**config.mk**
```make
export PLATFORM = sky130hd
export DESIGN_NAME = subq_capture
export DESIGN_NICKNAME = d
export VERILOG_FILES = /design/src/rtl/sq_pkg.sv /design/src/rtl/sq_fall_det.sv /design/src/rtl/sq_crc_track.sv /design/src/rtl/subq_capture.sv
export SDC_FILE = /design/constraint.sdc
export NUM_CORES = 1
export LEC_CHECK = 0
export BUFFER_PORTS_ARGS = -buffer_cell sky130_fd_sc_hd__buf_2
export CAP_MARGIN = 20
export CELL_PAD_IN_SITES_DETAIL_PLACEMENT = 1
export CELL_PAD_IN_SITES_GLOBAL_PLACEMENT = 1
export CORE_MARGIN = 8
export CORE_UTILIZATION = 25
export CTS_CLUSTER_DIAMETER = 30
export DETAILED_ROUTE_END_ITERATION = 10
export PLACE_DENSITY = 0.44
export SLEW_MARGIN = 15
export SYNTH_ARGS = -nofsm -noshare
export SYNTH_HDL_FRONTEND = slang
export SYNTH_SLANG_ARGS = --single-unit
```
**constraint.sdc**
```tcl
create_clock -name clk -period 4.5 [get_ports clk]
set_input_delay 0.45 -clock clk [delete_from_list [all_inputs] [get_ports clk]]
set_output_delay 0.45 -clock clk [all_outputs]
set_load 0.01 [all_outputs]
```
**src/rtl/sq_pkg.sv**
```systemverilog
`timescale 1ns/1ps
package sq_pkg;
  typedef enum logic {
    MODE_CAP  = 1'b0,
    MODE_HOLD = 1'b1
  } sq_mode_e;
endpackage

```
**src/rtl/sq_fall_det.sv**
```systemverilog
`timescale 1ns/1ps
// Brings an asynchronous host clock into the block clock domain and
// emits a one-cycle pulse on each falling edge.
module sq_fall_det #(
  parameter int STAGES = 2
) (
  input  logic clk,
  input  logic rst,
  input  logic async_in,
  output logic fall
);
  logic [STAGES:0] chain;

  always_ff @(posedge clk) begin
    if (rst) begin
      chain <= '1;
      fall  <= 1'b0;
    end else begin
      chain <= {chain[STAGES-1:0], async_in};
      fall  <= chain[STAGES] & ~chain[STAGES-1];
    end
  end

  // One falling edge never yields two adjacent events
  assert_fall_pulse_R7: assert property (@(posedge clk) disable iff (rst)
    fall |=> !fall);
endmodule

```
**src/rtl/sq_crc_track.sv**
```systemverilog
`timescale 1ns/1ps
// Serial CRC over the payload bits, then a bit-by-bit comparison of the
// check field against the inverted remainder.
module sq_crc_track #(
  parameter int                 CRC_W     = 16,
  parameter logic [CRC_W-1:0]   POLY      = 'h1021,
  parameter int                 DATA_BITS = 64,
  parameter int                 CNT_W     = 7
) (
  input  logic             clk,
  input  logic             rst,
  input  logic             clr,
  input  logic             bit_vld,
  input  logic             bit_val,
  input  logic [CNT_W-1:0] pos,
  output logic             match
);
  localparam logic [CNT_W-1:0] DATA_LIM = CNT_W'(DATA_BITS);

  logic [CRC_W-1:0] crc;
  logic             bad;
  logic             fb;

  assign fb = crc[CRC_W-1] ^ bit_val;

  always_ff @(posedge clk) begin
    if (rst || clr) begin
      crc <= '0;
      bad <= 1'b0;
    end else if (bit_vld) begin
      if (pos < DATA_LIM) begin
        crc <= {crc[CRC_W-2:0], 1'b0} ^ (fb ? POLY : '0);
      end else begin
        if (bit_val == crc[CRC_W-1]) bad <= 1'b1;
        crc <= {crc[CRC_W-2:0], 1'b0};
      end
    end
  end

  assign match = !bad;

  // A cleared tracker starts a block with no mismatch recorded
  assert_clr_clean_R4: assert property (@(posedge clk) disable iff (rst)
    clr |=> match);
endmodule

```
**src/rtl/subq_capture.sv**
```systemverilog
`timescale 1ns/1ps
module subq_capture #(
  parameter int               DATA_BITS   = 64,
  parameter int               CRC_W       = 16,
  parameter logic [CRC_W-1:0] CRC_POLY    = 'h1021,
  parameter int               SYNC_STAGES = 2
) (
  input  logic clk,
  input  logic rst,
  input  logic wr_stb,
  input  logic q_bit,
  input  logic blk_sync,
  input  logic crc_flag_en,
  input  logic host_clk,
  output logic q_dout,
  output logic crc_ok
);
  import sq_pkg::*;

  localparam int               TOTAL = DATA_BITS + CRC_W;
  localparam int               CNT_W = $clog2(TOTAL + 1);
  localparam logic [CNT_W-1:0] TOT_C = CNT_W'(TOTAL);
  localparam logic [CNT_W-1:0] ONE_C = CNT_W'(1);

  sq_mode_e         mode;
  logic [TOTAL-1:0] shreg;
  logic [CNT_W-1:0] cap_cnt;
  logic [CNT_W-1:0] rd_left;
  logic             flag_phase;
  logic             crc_ok_q;
  logic             sync_q;

  logic sync_rise, host_fall, crc_match;
  logic take_bit, freeze, shift_out, leave_hold, flag_drop;

  sq_fall_det #(.STAGES(SYNC_STAGES)) u_fall (
    .clk      (clk),
    .rst      (rst),
    .async_in (host_clk),
    .fall     (host_fall)
  );

  assign sync_rise  = blk_sync & ~sync_q;
  assign freeze     = (mode == MODE_CAP) && sync_rise;
  assign take_bit   = (mode == MODE_CAP) && wr_stb && !sync_rise && (cap_cnt < TOT_C);
  assign shift_out  = (mode == MODE_HOLD) && !sync_rise && host_fall && !flag_phase;
  assign flag_drop  = (mode == MODE_HOLD) && !sync_rise && host_fall && flag_phase;
  assign leave_hold = (mode == MODE_HOLD) && (sync_rise || (shift_out && rd_left == ONE_C));

  sq_crc_track #(
    .CRC_W     (CRC_W),
    .POLY      (CRC_POLY),
    .DATA_BITS (DATA_BITS),
    .CNT_W     (CNT_W)
  ) u_crc (
    .clk     (clk),
    .rst     (rst),
    .clr     (leave_hold),
    .bit_vld (take_bit),
    .bit_val (q_bit),
    .pos     (cap_cnt),
    .match   (crc_match)
  );

  always_ff @(posedge clk) begin
    if (rst) begin
      mode       <= MODE_CAP;
      shreg      <= '0;
      cap_cnt    <= '0;
      rd_left    <= '0;
      flag_phase <= 1'b0;
      crc_ok_q   <= 1'b0;
      sync_q     <= 1'b0;
    end else begin
      sync_q <= blk_sync;
      if (freeze) begin
        mode       <= MODE_HOLD;
        crc_ok_q   <= (cap_cnt == TOT_C) && crc_match;
        flag_phase <= crc_flag_en;
        rd_left    <= TOT_C;
      end else if (leave_hold) begin
        mode       <= MODE_CAP;
        shreg      <= '0;
        cap_cnt    <= '0;
        rd_left    <= '0;
        flag_phase <= 1'b0;
      end else if (take_bit) begin
        shreg   <= {shreg[TOTAL-2:0], q_bit};
        cap_cnt <= cap_cnt + ONE_C;
      end else if (shift_out) begin
        shreg   <= {shreg[TOTAL-2:0], 1'b0};
        rd_left <= rd_left - ONE_C;
      end else if (flag_drop) begin
        flag_phase <= 1'b0;
      end
    end
  end

  assign crc_ok = crc_ok_q;
  assign q_dout = (mode == MODE_HOLD) ? (flag_phase ? crc_ok_q : shreg[TOTAL-1]) : 1'b0;

  // Capture count never runs past the register length
  assert_cnt_bound_R3: assert property (@(posedge clk) disable iff (rst)
    cap_cnt <= TOT_C);

  // Without a host edge or sync, the held register does not move
  assert_frozen_R8: assert property (@(posedge clk) disable iff (rst)
    (mode == MODE_HOLD && !sync_rise && !host_fall) |=> $stable(shreg));

  // The check result only changes when a capture closes
  assert_crc_hold_R4: assert property (@(posedge clk) disable iff (rst)
    !(mode == MODE_CAP && sync_rise) |=> $stable(crc_ok));

  // A block of the wrong length never passes
  assert_short_fail_R4: assert property (@(posedge clk) disable iff (rst)
    (mode == MODE_CAP && sync_rise && cap_cnt != TOT_C) |=> !crc_ok);

  // Readout always has bits left while holding
  assert_rd_live_R9: assert property (@(posedge clk) disable iff (rst)
    (mode == MODE_HOLD) |-> (rd_left != '0));

  // Once gone, the flag phase does not return within a readout
  assert_flag_once_R5: assert property (@(posedge clk) disable iff (rst)
    (mode == MODE_HOLD && !flag_phase && !sync_rise) |=> !flag_phase);
endmodule

```
==> After elaboration in Yosys (flattened, before gate mapping) <==
Cells that the tools add are included.
{ "op_classes": {"div_mod_pow": 0, "n_reduce_logical": 28, "mux": 20, "add_sub_neg": 2, "order_cmp": 2, "eq_ne": 5, "multipliers": 0, "bitwise_logic": 10, "shifts": 0} }
{ "op_table": {"columns": ["operator", "count"], "rows": [
  ["$mux W80", 3],
  ["$mux W7", 6],
  ["$mux W16", 1],
  ["$xor A16 B16 Y16", 1],
  ["$lt A7 B7 Y1 const B", 2],
  ["$mux W13", 1],
  ["$logic_and A1 B1 Y1", 11],
  ["$mux W1", 9],
  ["$reduce_bool A3 Y1", 3],
  ["$reduce_and A2 Y1", 4],
  ["$add A7 B1 Y7 const B", 1],
  ["$eq A7 B1 Y1 const B", 1],
  ["$eq A7 B7 Y1 const B", 1],
  ["$sub A7 B1 Y7 const B", 1],
  ["$not A1 Y1", 6],
  ["$reduce_and A3 Y1", 2],
  ["$reduce_bool A2 Y1", 2],
  ["$logic_not A1 Y1", 3],
  ["$ne A3 B1 Y1 const B", 1],
  ["$ne A3 B2 Y1 const B", 1],
  ["$reduce_or A3 Y1", 1],
  ["$and A1 B1 Y1", 2],
  ["$logic_or A1 B1 Y1", 2],
  ["$eq A1 B1 Y1", 1],
  ["$xor A1 B1 Y1", 1]
]} }
{ "totals": {"inputBits": 7, "latch_bits": 0, "reg_bits": 119, "wordCells": 79, "mem_bits_ro": 0, "mem_bits_rw": 0, "mem_count": 0, "out_inout_bits": 2} }

==> Depth between registers and ports, before layout <==
{ "logic_depth": {"ltp_word": 11, "depth_mapped": 8} }

==> Modules after synthesis <==
From an unflattened synthesis, not the netlist that was laid out.
{ "unflattened": {"cells_unflattened": 439, "hier_area_um2": 4460.5} }
{ "by_module_without_submodules": {"columns": ["mod", "cells_per_inst", "n_inst", "area_each_um2"], "rows": [
  ["subq_capture", 367, 1, 3703.6],
  ["sq_crc_track", 64, 1, 650.6],
  ["sq_fall_det", 8, 1, 106.4]
]} }

==> Worst setup path before layout <==
Ideal clock, no wire load.
{ "synth_timing": {"path_type": "input port to flip-flop", "startpoint": "input blk_sync", "endpoint": "register shreg[57]", "slack_ns": 2.963, "cell_stages": 6, "arrival_ns": 1.462, "setup_time_ns": 0.075, "path_cell_list": "nor2b_1 -> buf_2 -> a21oi_2 -> clkbuf_1 -> nand2_1 -> o22ai_1"} }
{ "synth_via": {"elab_chain_len": 10, "word_cells_on_any_way": 16, "cone_classes": "2 x mux; 2 x bitwise; 12 x reduce/logical"} }
{ "synth_lines": {"columns": ["element", "line_no", "text"], "rows": [
  ["start, declared", "subq_capture.sv:12", "input logic blk_sync,"],
  ["$and A1 B1 Y1 (*)", "subq_capture.sv:43", "assign sync_rise = blk_sync & ~sync_q;"],
  ["$logic_not A1 Y1", "subq_capture.sv:45, subq_capture.sv:46", null],
  ["$logic_and A1 B1 Y1 (3 in series)", "subq_capture.sv:46", "assign shift_out = (mode == MODE_HOLD) && !sync_rise && host_fall && !flag_phase;"],
  ["$logic_and A1 B1 Y1", "subq_capture.sv:48", "assign leave_hold = (mode == MODE_HOLD) && (sync_rise || (shift_out && rd_left == ONE_C));"],
  ["$logic_or A1 B1 Y1", "subq_capture.sv:48", null],
  ["$logic_and A1 B1 Y1", "subq_capture.sv:48", null],
  ["$reduce_bool A3 Y1 (no line)", null, null],
  ["$reduce_and A2 Y1 (no line)", null, null],
  ["end signal, assigned", "subq_capture.sv:88", "shreg <= {shreg[TOTAL-2:0], q_bit};"],
  ["end signal, assigned", "subq_capture.sv:91", "shreg <= {shreg[TOTAL-2:0], 1'b0};"],
  ["end, declared", "subq_capture.sv:26", "logic [TOTAL-1:0] shreg;"]
]} }
Mark *: on every way between the ends. The rest lies on a longest branch, timed or not.
A chain may end at the register's enable or synchronous reset.

==> Worst setup path in the final report <==
{ "layout_timing": {"startpoint": "register sync_q", "endpoint": "register shreg[65]"} }
{ "layout_via": {"elab_chain_len": 11, "word_cells_on_any_way": 17, "cone_classes": "2 x mux; 3 x bitwise; 12 x reduce/logical"} }
{ "layout_lines": {"columns": ["element", "line_no", "text"], "rows": [
  ["start, declared", "subq_capture.sv:31", "logic sync_q;"],
  ["start signal, assigned", "subq_capture.sv:75", "sync_q <= blk_sync;"],
  ["$not A1 Y1 (*)", "subq_capture.sv:43", null],
  ["$and A1 B1 Y1 (*)", "subq_capture.sv:43", null],
  ["$logic_not A1 Y1", "subq_capture.sv:45, subq_capture.sv:46", null],
  ["$logic_and A1 B1 Y1 (3 in series)", "subq_capture.sv:46", null],
  ["$logic_and A1 B1 Y1", "subq_capture.sv:48", null],
  ["$logic_or A1 B1 Y1", "subq_capture.sv:48", null],
  ["$logic_and A1 B1 Y1", "subq_capture.sv:48", null],
  ["$reduce_bool A3 Y1 (no line)", null, null],
  ["$reduce_and A2 Y1 (no line)", null, null]
]} }
Marks and branches as above.

==> qor.txt <==
==========================================================================================
Status                                                                        complete, no violations
Top routing layer used                                                                met4
Final min period                                                                   2.60 ns
Arr. time, crit path                                                               2.86 ns
Hold Crit Depth                                                                          2
Iteration-0 DRC Markers                                                                136
Worst-path cell chain                                                         nand2b_1 -> and3_1 -> o21ai_4 -> buf_12 -> o22ai_1
Hold Crit Start                                                                   host_clk
Highest cell delay on the worst timing path                                        0.71 ns
Post-route non-filler standard cell count                                              690
Cell with the largest stage delay on the worst path                           sky130_fd_sc_hd__o21ai_4
CP Data Required Time                                                              4.76 ns
Met2 WL                                                                            4.02 mm
Number of nets still failing antenna checks after routing                                0
Cell count of the worst reg-to-reg path                                                  5
Pin count of the biggest net entering global routing                                    81
Register-to-register setup slack                                                   1.90 ns
Via count                                                                            3,154
Clock tree from TritonCTS                                                            built
Skew-Pair Late Insertion Delay                                                     0.41 ns
Nature of the critical path endpoint                                                  flop
Worst slew pin tran                                                               0.947 ns
Number of warnings issued by yosys                                                       0
Top FF cell, synth                                                            sky130_fd_sc_hd__dfxtp_1
Register area                                                                     2380 um2
Worst-case clock buffer depth                                                            2
H-tree lvl count                                                                         4
Post-route clock period utilization                                                  57.8%
Leakage component of the power                                                  0.00166 uW
# IOs                                                                                    9
Final Hold Violating Endpoints                                                           0
RSZ-0062 raised after global routing                                                 false
Cell count after synthesis                                                             461
Overall routing resource usage                                                       8.80%
Final #Nets                                                                            467
Routed wire length on met3                                                          257 um
Die width                                                                           146 um
Async set-reset flop share out of synthesis                                             0%
Antenna violations before repair                                                         0
Average wire per cell in the routed design                                         12.8 um
Area of the die                                                                 21,200 um2
Number of synthesized flops with an enable pin                                           0
CTS hold repair buffers                                                                  0
Placed wire-length estimate after detailed placement                               5.14 mm
Setup Buffers After CTS                                                                  0
Initial DRT Pass Iterations                                                              4
Pins Over Slew Limit                                                                     0
Sum of routed wire segments on met1                                                4.38 mm
IO buf count                                                                             8
Initial cell density of the core                                                     25.4%
Syn nets                                                                               471
Buffers and inverters on the worst path                                                  1
Max IR drop VDD                                                                     251 uV
Endpoints failing setup                                                                  0
Area of all placed cells without fillers                                          4970 um2
Headroom to the max-slew limit                                                       36.7%
Setup_tns                                                                             0 ns
Area growth, synth to finish                                                         18.3%
Final weighted congestion in routability-driven placement                            0.672
Register bit total from synthesis                                                      119
Gates resized, CTS repair                                                                0
Avg Vias per Cell                                                                     4.57
Count of antenna diodes in the layout                                                    0
Number of remaining DRC errors                                                           0
Area taken by multi-input logic gates                                             1630 um2
Detailed-route wire length                                                         8.85 mm
Beginning of the worst register-to-register path                                    sync_q
Number of buffers created by CTS                                                        17
DP Cell Count                                                                          658
Fill cell total of the finished layout                                               1,909
Setup skew after layout                                                         0.00574 ns
Die height                                                                          146 um
Syn_area_per_cell                                                                 9.11 um2
Crit Reg-Reg Endpoint                                                            shreg[65]
Via count of the first global-routing pass                                           3,075
Floorplan row count                                                                     47
Remaining global-route overflow                                                          0
Area of the mapped netlist                                                        4200 um2
Wire length of the first global-routing pass                                       15.2 mm
Max Cap Viol                                                                             0
Clock sinks                                                                            119
Largest fanout of any net on the critical path                                          55
Startpoint kind of the worst setup timing path                                        flop
Max frequency                                                                      384 MHz
Master cell of the clock root buffer                                          sky130_fd_sc_hd__clkbuf_16
Family of cells with the greatest summed delay on the critical path           simple AND/OR/NAND/NOR gates
Layout cells sized above 1                                                           11.3%
Type of the worst setup path                                                       reg2reg
Core Box Area                                                                   16,500 um2
Count of distinct cell types in the synthesized netlist                                 40
Fraction of the yosys area taken by sequential cells                                 56.7%
Total placed instance area                                                        4380 um2
Clock edge transition at the registers on the reported setup and hold paths        0.06 ns
Worst Hold Class                                                                    in2reg
Ratio of total power to cell area                                               506 nW/um2
Terminating pin of the worst hold path                                        u_fall.chain[0]
==========================================================================================
[worst reg2reg max path, delay by kind of cell, from the launching register on]
family | cells | cell delay [ns]
AND/OR/NAND/NOR | 2 | 0.95
buffers and inverters | 1 | 0.34
flip-flops | 1 | 0.31
AO/OA/AOI/OAI | 2 | 0.86
[area by class of cell]
cell class | count | area share [%]
tap | 220 | 5.54
sequential | 119 | 47.9
timing repair buffer | 11 | 1.51
clock buffer | 18 | 8.84
clock inverter | 14 | 3.02
multi-input combinational | 304 | 32.9
inverter | 4 | 0.302
[placed cells by master (no fill, tap or decap), types with 2 or more instances in the layout]
cell type	instances
sky130_fd_sc_hd__inv_6	2
sky130_fd_sc_hd__xor2_1	6
sky130_fd_sc_hd__buf_4	2
sky130_fd_sc_hd__bufinv_16	2
sky130_fd_sc_hd__a21oi_1	20
sky130_fd_sc_hd__o21ai_0	2
sky130_fd_sc_hd__nor3_1	4
sky130_fd_sc_hd__clkinv_4	2
sky130_fd_sc_hd__nor4_1	2
sky130_fd_sc_hd__ha_1	3
sky130_fd_sc_hd__dfxtp_1	119
sky130_fd_sc_hd__buf_2	8
sky130_fd_sc_hd__clkbuf_16	17
sky130_fd_sc_hd__inv_1	4
sky130_fd_sc_hd__clkinvlp_4	6
sky130_fd_sc_hd__nor2b_1	3
sky130_fd_sc_hd__a211oi_1	3
sky130_fd_sc_hd__nand2_1	118
sky130_fd_sc_hd__clkinv_2	2
sky130_fd_sc_hd__and3_1	3
sky130_fd_sc_hd__nand4_1	6
sky130_fd_sc_hd__xnor2_1	6
sky130_fd_sc_hd__nand3_1	4
sky130_fd_sc_hd__or2_2	3
sky130_fd_sc_hd__a31oi_1	2
sky130_fd_sc_hd__o22ai_1	79
sky130_fd_sc_hd__nor2_1	22
[power breakdown]
group	total [uW]	leakage (uW)	internal, uW	switching [uW]
Sequential	1070	0.000961	1060	9.04
Clock	1330	0.000271	830	499
Combinational	110	0.000426	27.6	82.9
Total	2510	0.00166	1920	591
[cells by family after synthesis]
logic type	Yosys count	share of synthesized area, %
adders and majority gates	3	0.894
AOI/OAI and AO/OA	113	16.8
xor gates and xnor gates	12	2.50
muxes	1	0.238
buffers and inverters	38	4.65
and+or+nand+nor	175	18.2
DFF	119	56.7
[synth_stat cells (all sizes together), types with 4 or more instances]
master,instances,area (um2)
nor3,4,20.0
buf,24,143
inv,4,15.0
xnor2,6,52.6
nand4,6,37.5
xor2,6,52.6
dfxtp,119,2380
nand3,5,37.5
nor2,22,82.6
clkbuf,10,37.5
o22ai,79,494
nor2b,4,32.5
a21oi,21,109
o21ai,4,35.0
nand2,119,447
[stage by stage]
stage          total power, uW  hold WS, ns  utilization [%]  setup WS [ns]
6_report                  2510        0.228             30.1           1.90
3_3_place_gp              1210        0.391             26.5           1.74
2_1_floorplan             1190        0.389                -           2.96
4_1_cts                   2560        0.205             30.1           1.85
3_5_place_dp              1210        0.402             26.5           1.68
5_1_grt                   2630        0.223             30.1           1.64
[sequential cells by signal (all words and copies together), names as in the netlist]
name,count
rd_left,7
sync_q,1
u_crc.bad,1
u_fall.chain,3
mode,1
u_fall.fall,1
flag_phase,1
u_crc.crc,16
crc_ok,1
shreg,80
cap_cnt,7
[routing by layer]
layer | vias to the layer above | GRT usage, %
met4 | 0 | 5.15
met3 | 15 | 3.23
li1 | 1615 | -
met1 | 1502 | 10.6
met5 | - | 0
met2 | 22 | 13.2
[worst max path at each step]
stage	endpoint	start	slack, ns	cells past startpoint
after global routing	shreg[7]	sync_q	1.64	5
after global placement	shreg[7]	blk_sync	1.74	6
after detailed placement	shreg[21]	blk_sync	1.68	6
after CTS	shreg[65]	sync_q	1.85	5
final	shreg[65]	sync_q	1.90	5
after floorplan	shreg[57]	blk_sync	2.96	6
No activity file was read; power rests on OpenSTA's default activity.
